**config.mk**
```make
export PLATFORM = sky130hd
export DESIGN_NAME = split_serial_reg
export DESIGN_NICKNAME = d
export VERILOG_FILES = /design/src/rtl/ssr_pkg.sv /design/src/rtl/ssr_row_source.sv /design/src/rtl/ssr_ctrl.sv /design/src/rtl/ssr_store.sv /design/src/rtl/split_serial_reg.sv
export SDC_FILE = /design/constraint.sdc
export NUM_CORES = 1
export LEC_CHECK = 0
export ABC_AREA = 0
export BUFFER_PORTS_ARGS = -buffer_cell sky130_fd_sc_hd__buf_4
export CORE_AREA = 2 2 81 83
export CTS_CLUSTER_SIZE = 30
export DETAILED_ROUTE_END_ITERATION = 16
export DIE_AREA = 0 0 83 85
export PLACE_DENSITY_LB_ADDON = 0.08
export SYNTH_ARGS = -nofsm -noshare
export SYNTH_HDL_FRONTEND = slang
export SYNTH_SLANG_ARGS = --single-unit
```
**constraint.sdc**
```tcl
create_clock -name clk -period 1.76 [get_ports clk]
set_input_delay 0.264 -clock clk [delete_from_list [all_inputs] [get_ports clk]]
set_output_delay 0.264 -clock clk [all_outputs]
set_load 0.02 [all_outputs]
```
**src/rtl/ssr_pkg.sv**
```systemverilog
package ssr_pkg;

    localparam int unsigned SSR_DEPTH = 256;
    localparam int unsigned SSR_WIDTH = 16;
    localparam int unsigned SSR_ROW_W = 8;

    typedef enum logic {
        MODE_FULL  = 1'b0,
        MODE_SPLIT = 1'b1
    } ssr_mode_e;

    typedef struct packed {
        logic stb;
        logic split;
        logic half;
    } ssr_req_t;

    function automatic logic [63:0] row_word(input logic [31:0] row,
                                             input logic [31:0] col,
                                             input int unsigned col_w);
        return ({32'd0, row} << col_w) | {32'd0, col};
    endfunction

endpackage

```
**src/rtl/ssr_row_source.sv**
```systemverilog
module ssr_row_source
    import ssr_pkg::*;
#(
    parameter int unsigned DEPTH = SSR_DEPTH,
    parameter int unsigned WIDTH = SSR_WIDTH,
    parameter int unsigned ROW_W = SSR_ROW_W
) (
    input  logic [ROW_W-1:0]              row,
    output logic [DEPTH-1:0][WIDTH-1:0]   words
);
    localparam int unsigned COL_W = $clog2(DEPTH);

    for (genvar c = 0; c < DEPTH; c++) begin : g_col
        logic [63:0] full_word;
        assign full_word = row_word(32'(row), 32'(c), COL_W);
        assign words[c]  = full_word[WIDTH-1:0];
    end

endmodule

```
**src/rtl/ssr_ctrl.sv**
```systemverilog
module ssr_ctrl
    import ssr_pkg::*;
#(
    parameter int unsigned DEPTH = SSR_DEPTH
) (
    input  logic                       clk,
    input  logic                       rst,
    input  ssr_req_t                   req,
    input  logic [$clog2(DEPTH)-1:0]   tap_in,
    input  logic                       step,
    output logic [$clog2(DEPTH)-1:0]   ptr_o,
    output logic                       step_en_o,
    output logic                       load_lo_o,
    output logic                       load_hi_o,
    output ssr_mode_e                  mode_o,
    output logic [1:0]                 free_o,
    output logic                       err_o
);
    localparam int unsigned PTR_W = $clog2(DEPTH);
    localparam int unsigned HALF  = DEPTH / 2;

    logic [PTR_W-1:0] ptr_q, ptr_nxt;
    ssr_mode_e        mode_q, mode_nxt;
    logic [1:0]       free_q, free_nxt;
    logic             err_q, err_nxt;

    logic accept_full, split_hit, reject, accept_split, step_en, at_half_end;

    always_comb begin
        accept_full  = req.stb && !req.split;
        split_hit    = req.stb && req.split;
        reject       = split_hit && (req.half == ptr_q[PTR_W-1]);
        accept_split = split_hit && !reject;
        step_en      = step && !accept_full;
        at_half_end  = &ptr_q[PTR_W-2:0];
    end

    always_comb begin
        ptr_nxt = ptr_q;
        if (accept_full)  ptr_nxt = tap_in;
        else if (step_en) ptr_nxt = ptr_q + 1'b1;

        mode_nxt = mode_q;
        if (accept_full)       mode_nxt = MODE_FULL;
        else if (accept_split) mode_nxt = MODE_SPLIT;

        free_nxt = free_q;
        if (accept_full) begin
            free_nxt = 2'b00;
        end else begin
            if (accept_split) free_nxt[req.half] = 1'b0;
            if (mode_nxt == MODE_SPLIT && step_en && at_half_end)
                free_nxt[ptr_q[PTR_W-1]] = 1'b1;
        end

        err_nxt = err_q;
        if (accept_full || accept_split) err_nxt = 1'b0;
        else if (reject)                 err_nxt = 1'b1;
    end

    always_ff @(posedge clk) begin
        if (rst) begin
            ptr_q  <= '0;
            mode_q <= MODE_FULL;
            free_q <= 2'b00;
            err_q  <= 1'b0;
        end else begin
            ptr_q  <= ptr_nxt;
            mode_q <= mode_nxt;
            free_q <= free_nxt;
            err_q  <= err_nxt;
        end
    end

    assign ptr_o     = ptr_q;
    assign step_en_o = step_en;
    assign load_lo_o = accept_full || (accept_split && !req.half);
    assign load_hi_o = accept_full || (accept_split && req.half);
    assign mode_o    = mode_q;
    assign free_o    = free_q;
    assign err_o     = err_q;

    assert_tap_load_R2: assert property (@(posedge clk) disable iff (rst)
        (req.stb && !req.split) |=> (ptr_q == $past(tap_in)));

    assert_step_advance_R3: assert property (@(posedge clk) disable iff (rst)
        (step && !(req.stb && !req.split)) |=> (ptr_q == PTR_W'($past(ptr_q) + 1'b1)));

    assert_full_no_free_R4: assert property (@(posedge clk) disable iff (rst)
        (mode_q == MODE_FULL) |-> (free_q == 2'b00));

    assert_cross_sets_free_R6: assert property (@(posedge clk) disable iff (rst)
        (mode_q == MODE_SPLIT && !req.stb && step && ptr_q == PTR_W'(HALF - 1)) |=> free_q[0]);

    assert_reject_flags_R7: assert property (@(posedge clk) disable iff (rst)
        (req.stb && req.split && req.half == ptr_q[PTR_W-1]) |=> err_q);

endmodule

```
**src/rtl/ssr_store.sv**
```systemverilog
module ssr_store
    import ssr_pkg::*;
#(
    parameter int unsigned DEPTH = SSR_DEPTH,
    parameter int unsigned WIDTH = SSR_WIDTH
) (
    input  logic                          clk,
    input  logic                          rst,
    input  logic [DEPTH-1:0][WIDTH-1:0]   src,
    input  logic                          load_lo,
    input  logic                          load_hi,
    input  logic                          step_en,
    input  logic [$clog2(DEPTH)-1:0]      ptr,
    output logic [WIDTH-1:0]              sout
);
    localparam int unsigned HALF = DEPTH / 2;

    logic [WIDTH-1:0] words_q [DEPTH];

    for (genvar i = 0; i < DEPTH; i++) begin : g_word
        localparam bit UPPER = (i >= HALF);
        logic load_me;
        assign load_me = UPPER ? load_hi : load_lo;
        always_ff @(posedge clk) begin
            if (rst)          words_q[i] <= '0;
            else if (load_me) words_q[i] <= src[i];
        end
    end

    always_ff @(posedge clk) begin
        if (rst)          sout <= '0;
        else if (step_en) sout <= words_q[ptr];
    end

    assert_hold_sout_R3: assert property (@(posedge clk) disable iff (rst)
        !step_en |=> $stable(sout));

    assert_half_untouched_R5: assert property (@(posedge clk) disable iff (rst)
        (load_lo && !load_hi) |=> $stable(words_q[DEPTH-1]));

endmodule

```
**src/rtl/split_serial_reg.sv**
```systemverilog
module split_serial_reg
    import ssr_pkg::*;
#(
    parameter int unsigned DEPTH = SSR_DEPTH,
    parameter int unsigned WIDTH = SSR_WIDTH,
    parameter int unsigned ROW_W = SSR_ROW_W
) (
    input  logic                       clk,
    input  logic                       rst,
    input  logic                       xfer_stb,
    input  logic                       xfer_split,
    input  logic                       xfer_half,
    input  logic [ROW_W-1:0]           xfer_row,
    input  logic [$clog2(DEPTH)-1:0]   xfer_tap,
    input  logic                       sclk_step,
    output logic [WIDTH-1:0]           sout,
    output logic [$clog2(DEPTH)-1:0]   cur_tap,
    output logic                       split_mode,
    output logic [1:0]                 half_free,
    output logic                       xfer_err
);
    localparam int unsigned PTR_W = $clog2(DEPTH);

    ssr_req_t                  req;
    logic [DEPTH-1:0][WIDTH-1:0] row_words;
    logic [PTR_W-1:0]          ptr;
    logic                      step_en, load_lo, load_hi;
    ssr_mode_e                 mode;

    assign req = '{stb: xfer_stb, split: xfer_split, half: xfer_half};

    ssr_row_source #(.DEPTH(DEPTH), .WIDTH(WIDTH), .ROW_W(ROW_W)) u_src (
        .row   (xfer_row),
        .words (row_words)
    );

    ssr_ctrl #(.DEPTH(DEPTH)) u_ctrl (
        .clk       (clk),
        .rst       (rst),
        .req       (req),
        .tap_in    (xfer_tap),
        .step      (sclk_step),
        .ptr_o     (ptr),
        .step_en_o (step_en),
        .load_lo_o (load_lo),
        .load_hi_o (load_hi),
        .mode_o    (mode),
        .free_o    (half_free),
        .err_o     (xfer_err)
    );

    ssr_store #(.DEPTH(DEPTH), .WIDTH(WIDTH)) u_store (
        .clk     (clk),
        .rst     (rst),
        .src     (row_words),
        .load_lo (load_lo),
        .load_hi (load_hi),
        .step_en (step_en),
        .ptr     (ptr),
        .sout    (sout)
    );

    assign cur_tap    = ptr;
    assign split_mode = (mode == MODE_SPLIT);

    assert_err_clears_R7: assert property (@(posedge clk) disable iff (rst)
        (xfer_stb && !xfer_split) |=> !xfer_err);

    assert_mode_full_R10: assert property (@(posedge clk) disable iff (rst)
        (xfer_stb && !xfer_split) |=> !split_mode);

endmodule

```
==> impl_results.md, run 1 <==
* Cell count after synthesis at 207
* Unique masters post-synth at 40
* Gr ovfl total at 0
* I/O pins at 50
* Design Power at 2.53 mW
* Main combinational cell family by area after synthesis: simple AND/OR/NAND/NOR gates
* Post-route ant nets at 0
* Largest net degree at the start of global routing at 26
* Clock slew at reported path FFs at about 0.1 ns
* Max Freq at around 650 MHz
* Count leader, synth: dfxtp_1
* Aggregate global-route resource usage at about 15%
* Arrival @ worst endpoint at approximately 1.5 ns
* Setup crit start kind: register
* Proportion of layout cells with a drive suffix above 1 at a little over a quarter
* Drt wl/cell at 15.1 um
* Seq/Total Area, Yosys at a little under three fifths
* Via count at roughly 1600
* CTS tree: done
* FF+latch area at 0.00136 mm^2
* Core area at 0.00620 mm^2
* Top cell type's share of synthesized area at about a third
* VDD IR-drop max at approximately 420 uV
* Via density at between 4 and 5
* Yosys warning count at 0
* DIE AREA at 0.00706 mm^2
* Post-synthesis mux area share at between 7 and 8%
* Synth Net Count at 230
* DRC viols at 0
* Reg2reg start: u_ctrl.ptr_o[7]
* Overall routed net length at 5060 um
* Layout Area Growth over Synthesis at 22.4%
* Outcome: complete, no violations
* Clk_lat worst skew at around 0.31 ns
* Final clock skew at slightly above 0.006 ns
* HP Start: xfer_tap[2]
* Post-synthesis register bit count at between 50 and 60
* R2R Path End: u_store.words_q[0][15]
* CTS root buffer: clkbuf_8
* Layout filler cell count at between 600 and 700
* Layout Nets at 280
* R2R Setup Slk at 0.21 ns
* Num rows at 29
* Synth top area cells: edfxtp_1 (33%), dfxtp_1 (24%), mux2i_1 (6.7%)
* Die Ht at around 85 um
* Initial antenna violation count at 0
* Compound-Gate Fraction of Synth Area at 10.3%
* Post-layout minimum cycle time at between 1.5 and 2 ns
* Crit Path Category: register to register
* Syn_area_per_cell at approximately 11 um^2
* Final Hold Vio Count at 0
* Multi-input logic area at about 900 um^2
* GRT met2 Usage at a little over a quarter
* LEAKAGE at 1.22 nW
* Worst hold endpoint: u_ctrl.ptr_o[2]
* Setup crit end kind: register
* Final worst-path cycle share at between 80 and 90%
* Synth Area in Simple Gates at between 10% and 20%
* Hold_buf cts at 0
* Placer Congestion at 0.758
* GRT Max-Usage Layer: met2
* Initial Utilization at a little under two fifths
* Die Wd at around 83 um
* Met1 Usage GRT at approximately 17%
* Slew HR at about 73%
* Vias in the first global route at around 1700
* First-pass DRT Iterations at 4
* H-tree lvl count at 2
* Final setup TNS at 0 ns
* First-pass GRT wire length at just over 8000 um
* Post-synth top cells: dfxtp_1 (29), edfxtp_1 (26), and2_1 (24)
* Post-synthesis xor/xnor area fraction at ~2.6%
* Number of synthesized flops with an enable pin at 26
* # setup viols final at 0
* Final Slew Violations at 0
* Initial DRC count at 42
* MaxCap Viol Count at 0
* CP max FO at 10
* Predominant post-synthesis flop cell: dfxtp_1
* Ys async rst share at 0%
* Sink Count at 55
* Area leader, netlist: edfxtp_1
* Worst reg2reg path depth at 3
* Adder-Cell Fraction of Synth Area at less than 1%
* Post-synthesis cell area at ~0.0024 mm^2
* Hold crit path type: input pin to register
* Unrepaired setup endpoints after global routing: false
* M3 GR Usage at ~3.3%
* Worst slew pin tran at around 0.4 ns
* Postcts setup bufs at 0
* WP data required at roughly 1.7 ns
* Worst hold path cell count at 3
* Dpl hpwl at approximately 3500 um
* Inserted Clock Buffers at 5
* PortBufs at 49
* Pwr dens at around 870 mW/mm^2
* # resized after CTS at 0
* Ant. Diodes at 0
* Clock tree buffer depth at 2
## through the flow
stage          utilization, %  std cells  setup WS, ns  cell area, um^2  hold WS (ns)
2_1_floorplan               -        207         0.220             2370         0.429
3_3_place_gp             45.4        327         0.279             2820         0.448
3_5_place_dp             45.4        327         0.216             2820         0.463
4_1_cts                  46.8        335         0.192             2910         0.223
5_1_grt                  46.8        335         0.137             2910         0.231
6_report                 46.8        335         0.212             2910         0.239
## sequential cells by signal, summed over array words and instances (netlist names)
signal           count
u_ctrl.free_o        2
u_ctrl.mode_o        1
u_store.words_q     27
u_ctrl.err_o         1
u_ctrl.ptr_o         8
u_store.sout        16
## final cells by class
cell class,count,area share [%]
clock buffer,5,2.37
sequential,55,46.9
clock inverter,3,0.689
multi-input combinational,134,31.5
inverter,4,0.517
timing repair buffer,57,14.7
tap,77,3.32
## logic make-up (layout without fill, tap and decap cells)
kind of cell,after synthesis,in the layout
fa+ha+maj,1,1
xor+xnor,7,7
buf+inv,18,69
compound gates,36,36
mux,17,17
simple gates,73,73
flops,55,55
## layout by cell type (no fill, tap or decap), types with 5 or more instances in the layout
cell / Yosys / layout
buf_4: 4 / 57
edfxtp_1: 26 / 26
a22oi_1: 7 / 7
o22ai_1: 10 / 10
a211oi_1: 6 / 6
and2_1: 24 / 24
mux2i_1: 16 / 16
nor2b_1: 7 / 7
nor2_1: 17 / 17
dfxtp_1: 29 / 29
clkbuf_8: 0 / 5
## worst max-delay path by stage
stage,slack (ns),from,depth (start not counted),to
finish,0.21,u_ctrl.ptr_o[7],3,u_store.words_q[0][15]
CTS,0.19,u_ctrl.ptr_o[7],3,u_store.words_q[0][15]
global route,0.14,u_ctrl.ptr_o[7],3,u_store.words_q[0][15]
global placement,0.28,u_ctrl.ptr_o[7],4,u_store.words_q[255][14]
floorplan,0.22,u_ctrl.ptr_o[7],4,u_store.words_q[0][13]
detailed placement,0.22,u_ctrl.ptr_o[7],3,u_store.words_q[127][10]
## critical path: stages, from the launching register on
cell	delay, ns
dfxtp_1	0.49
inv_2	0.09
o21ai_0	0.21
a21o_1	0.41
## metal layers
metal  routed length, um  vias up
li1                    -      840
met1                2200      768
met2                2630       36
met3                 177        4
met4                  59        0
met5                   0        -
## report_power, final
group	switching [mW]	total [mW]	internal, mW
Sequential	0.0448	1.46	1.42
Combinational	0.200	0.375	0.174
Clock	0.417	0.696	0.279
Total	0.662	2.53	1.87
No activity file was read; power rests on OpenSTA's default activity.
==> run 2: changes to the inputs <==
- PLACE_DENSITY: default -> 0.71
- PLACE_DENSITY_LB_ADDON: 0.08 -> default
==> impl_results.md, run 2 (synthesis gave the netlist of run 1 again) <==
* Clock tree buffer depth at 2
* Initial Utilization at roughly two fifths
* DRC viols at 0
* Clock slew at reported path FFs at 0.11 ns
* Die Wd at between 80 and 90 um
* Ant. Diodes at 0
* Final worst-path cycle share at 90.1%
* Setup crit end kind: register
* Dpl hpwl at between 3000 and 4000 um
* Post-route ant nets at 0
* MaxCap Viol Count at 0
* Gr ovfl total at 0
* Most common library cell in the layout ignoring fill and taps: buf_4
* First-pass DRT Iterations at 4
* Aggregate global-route resource usage at approximately 15%
* Postcts setup bufs at 0
* # resized after CTS at 0
* Core area at just over 0.006 mm^2
* Post-layout minimum cycle time at 1.59 ns
* First-pass GRT wire length at 8090 um
* Placed Instances at approximately 330
* Initial DRC count at roughly 110
* Reg2reg start: u_ctrl.ptr_o[7]
* Commonest non-fill, non-tap cells in the layout: buf_4 (56), dfxtp_1 (29), edfxtp_1 (26), and2_1 (24), nor2_1 (17)
* Proportion of layout cells with a drive suffix above 1 at a little over a quarter
* Pwr dens at 933 mW/mm^2
* Worst hold path cell count at 2
* Die Ht at between 80 and 90 um
* Setup crit start kind: register
* Final Slew Violations at 0
* Layout filler cell count at roughly 600
* Layout Area Growth over Synthesis at 23.4%
* I/O pins at 50
* Arrival @ worst endpoint at ~1.8 ns
* Via count at about 1700
* Initial antenna violation count at 0
* Outcome: complete, no violations
* Num rows at 29
* Largest net degree at the start of global routing at 20
* R2R Setup Slk at 0.17 ns
* Layout Nets at approximately 280
* Crit Path Category: register to register
* Hold crit path type: input pin to register
* Max reg flops at 27
* R2R Path End: u_store.words_q[128][8]
* LEAKAGE at ~1.2 nW
* Clk_lat worst skew at 0.31 ns
* Largest reg by FF count: u_store.words_q
* Post-route insts no fill at 334
* WP data required at 1.95 ns
* Max Freq at 630 MHz
* CP max FO at 17
* Worst reg2reg path depth at 3
* CP Capture Point: u_store.words_q[128][8]
* Drt wl/cell at 14.9 um
* Sink Count at between 50 and 60
* Slew HR at between 60% and 70%
* CTS tree: done
* PortBufs at 49
* Multi-input logic area at slightly above 900 um^2
* Final setup TNS at 0 ns
* VDD IR-drop max at between 600 and 700 uV
* Critical Path Start: u_ctrl.ptr_o[7]
* Hold_buf cts at 0
* Via density at around 5
* Placer Congestion at between 0.8 and 0.9
* DIE AREA at around 0.007 mm^2
* Vias in the first global route at between 1500 and 2000
* Inserted Clock Buffers at 5
* Worst slew pin tran at approximately 0.53 ns
* Final clock skew at slightly below 0.007 ns
* Overall routed net length at roughly 5000 um
* FF+latch area at roughly 0.0014 mm^2
* Final Hold Vio Count at 0
* H-tree lvl count at 2
* Unrepaired setup endpoints after global routing: false
* CTS root buffer: clkbuf_8
* # setup viols final at 0
## run 2: stage by stage
stage | util, % | cell area, um^2 | setup WS (ns) | total power [mW] | hold slack (ns)
6_report | 47.2 | 2930 | 0.174 | 2.73 | 0.234
5_1_grt | 47.2 | 2930 | 0.00894 | 2.85 | 0.217
4_1_cts | 47.2 | 2930 | 0.174 | 2.75 | 0.226
3_5_place_dp | 45.3 | 2810 | 0.191 | 1.87 | 0.471
3_3_place_gp | 45.3 | 2810 | 0.237 | 1.86 | 0.464
2_1_floorplan | - | 2370 | 0.220 | 1.72 | 0.429
## run 2: worst max-delay path, stage by stage, from the launching register on
cell	delay, ns
dfxtp_1	0.38
o21ai_0	0.33
and3b_1	0.55
and2_1	0.20
## run 2: worst min path at each step
| stage | startpoint | to | slack (ns) |
|---|---|---|---|
| after floorplan | xfer_split | u_ctrl.err_o | 0.43 |
| after global placement | u_ctrl.err_o | u_ctrl.err_o | 0.46 |
| after detailed placement | u_ctrl.err_o | u_ctrl.err_o | 0.47 |
| after CTS | xfer_row[0] | u_store.words_q[127][8] | 0.23 |
| after global routing | xfer_row[2] | u_store.words_q[127][10] | 0.22 |
| final | xfer_row[4] | u_store.words_q[127][12] | 0.23 |
## run 2: power breakdown
group          internal, mW  leakage (nW)  switching [mW]
Combinational         0.172         0.660           0.201
Sequential             1.42         0.516          0.0463
Clock                 0.440        0.0607           0.454
Total                  2.03          1.24           0.701
## run 2: area by class of cell
cell class              count  area share [%]
repair buffers             56            14.4
clock inverters             3            1.71
flip-flops and latches     55            46.5
well taps                  77            3.29
clock buffers               5            2.35
inverters                   4           0.513
multi-input cells         134            31.3
## run 2: layer usage
metal  up-vias  wire length [um]  GRT usage [%]
li1        836                 -              -
met1       821              2350           20.0
met4         0                25           4.32
met5         -                 0              0
met3         2               211           4.28
met2        38              2390           23.0
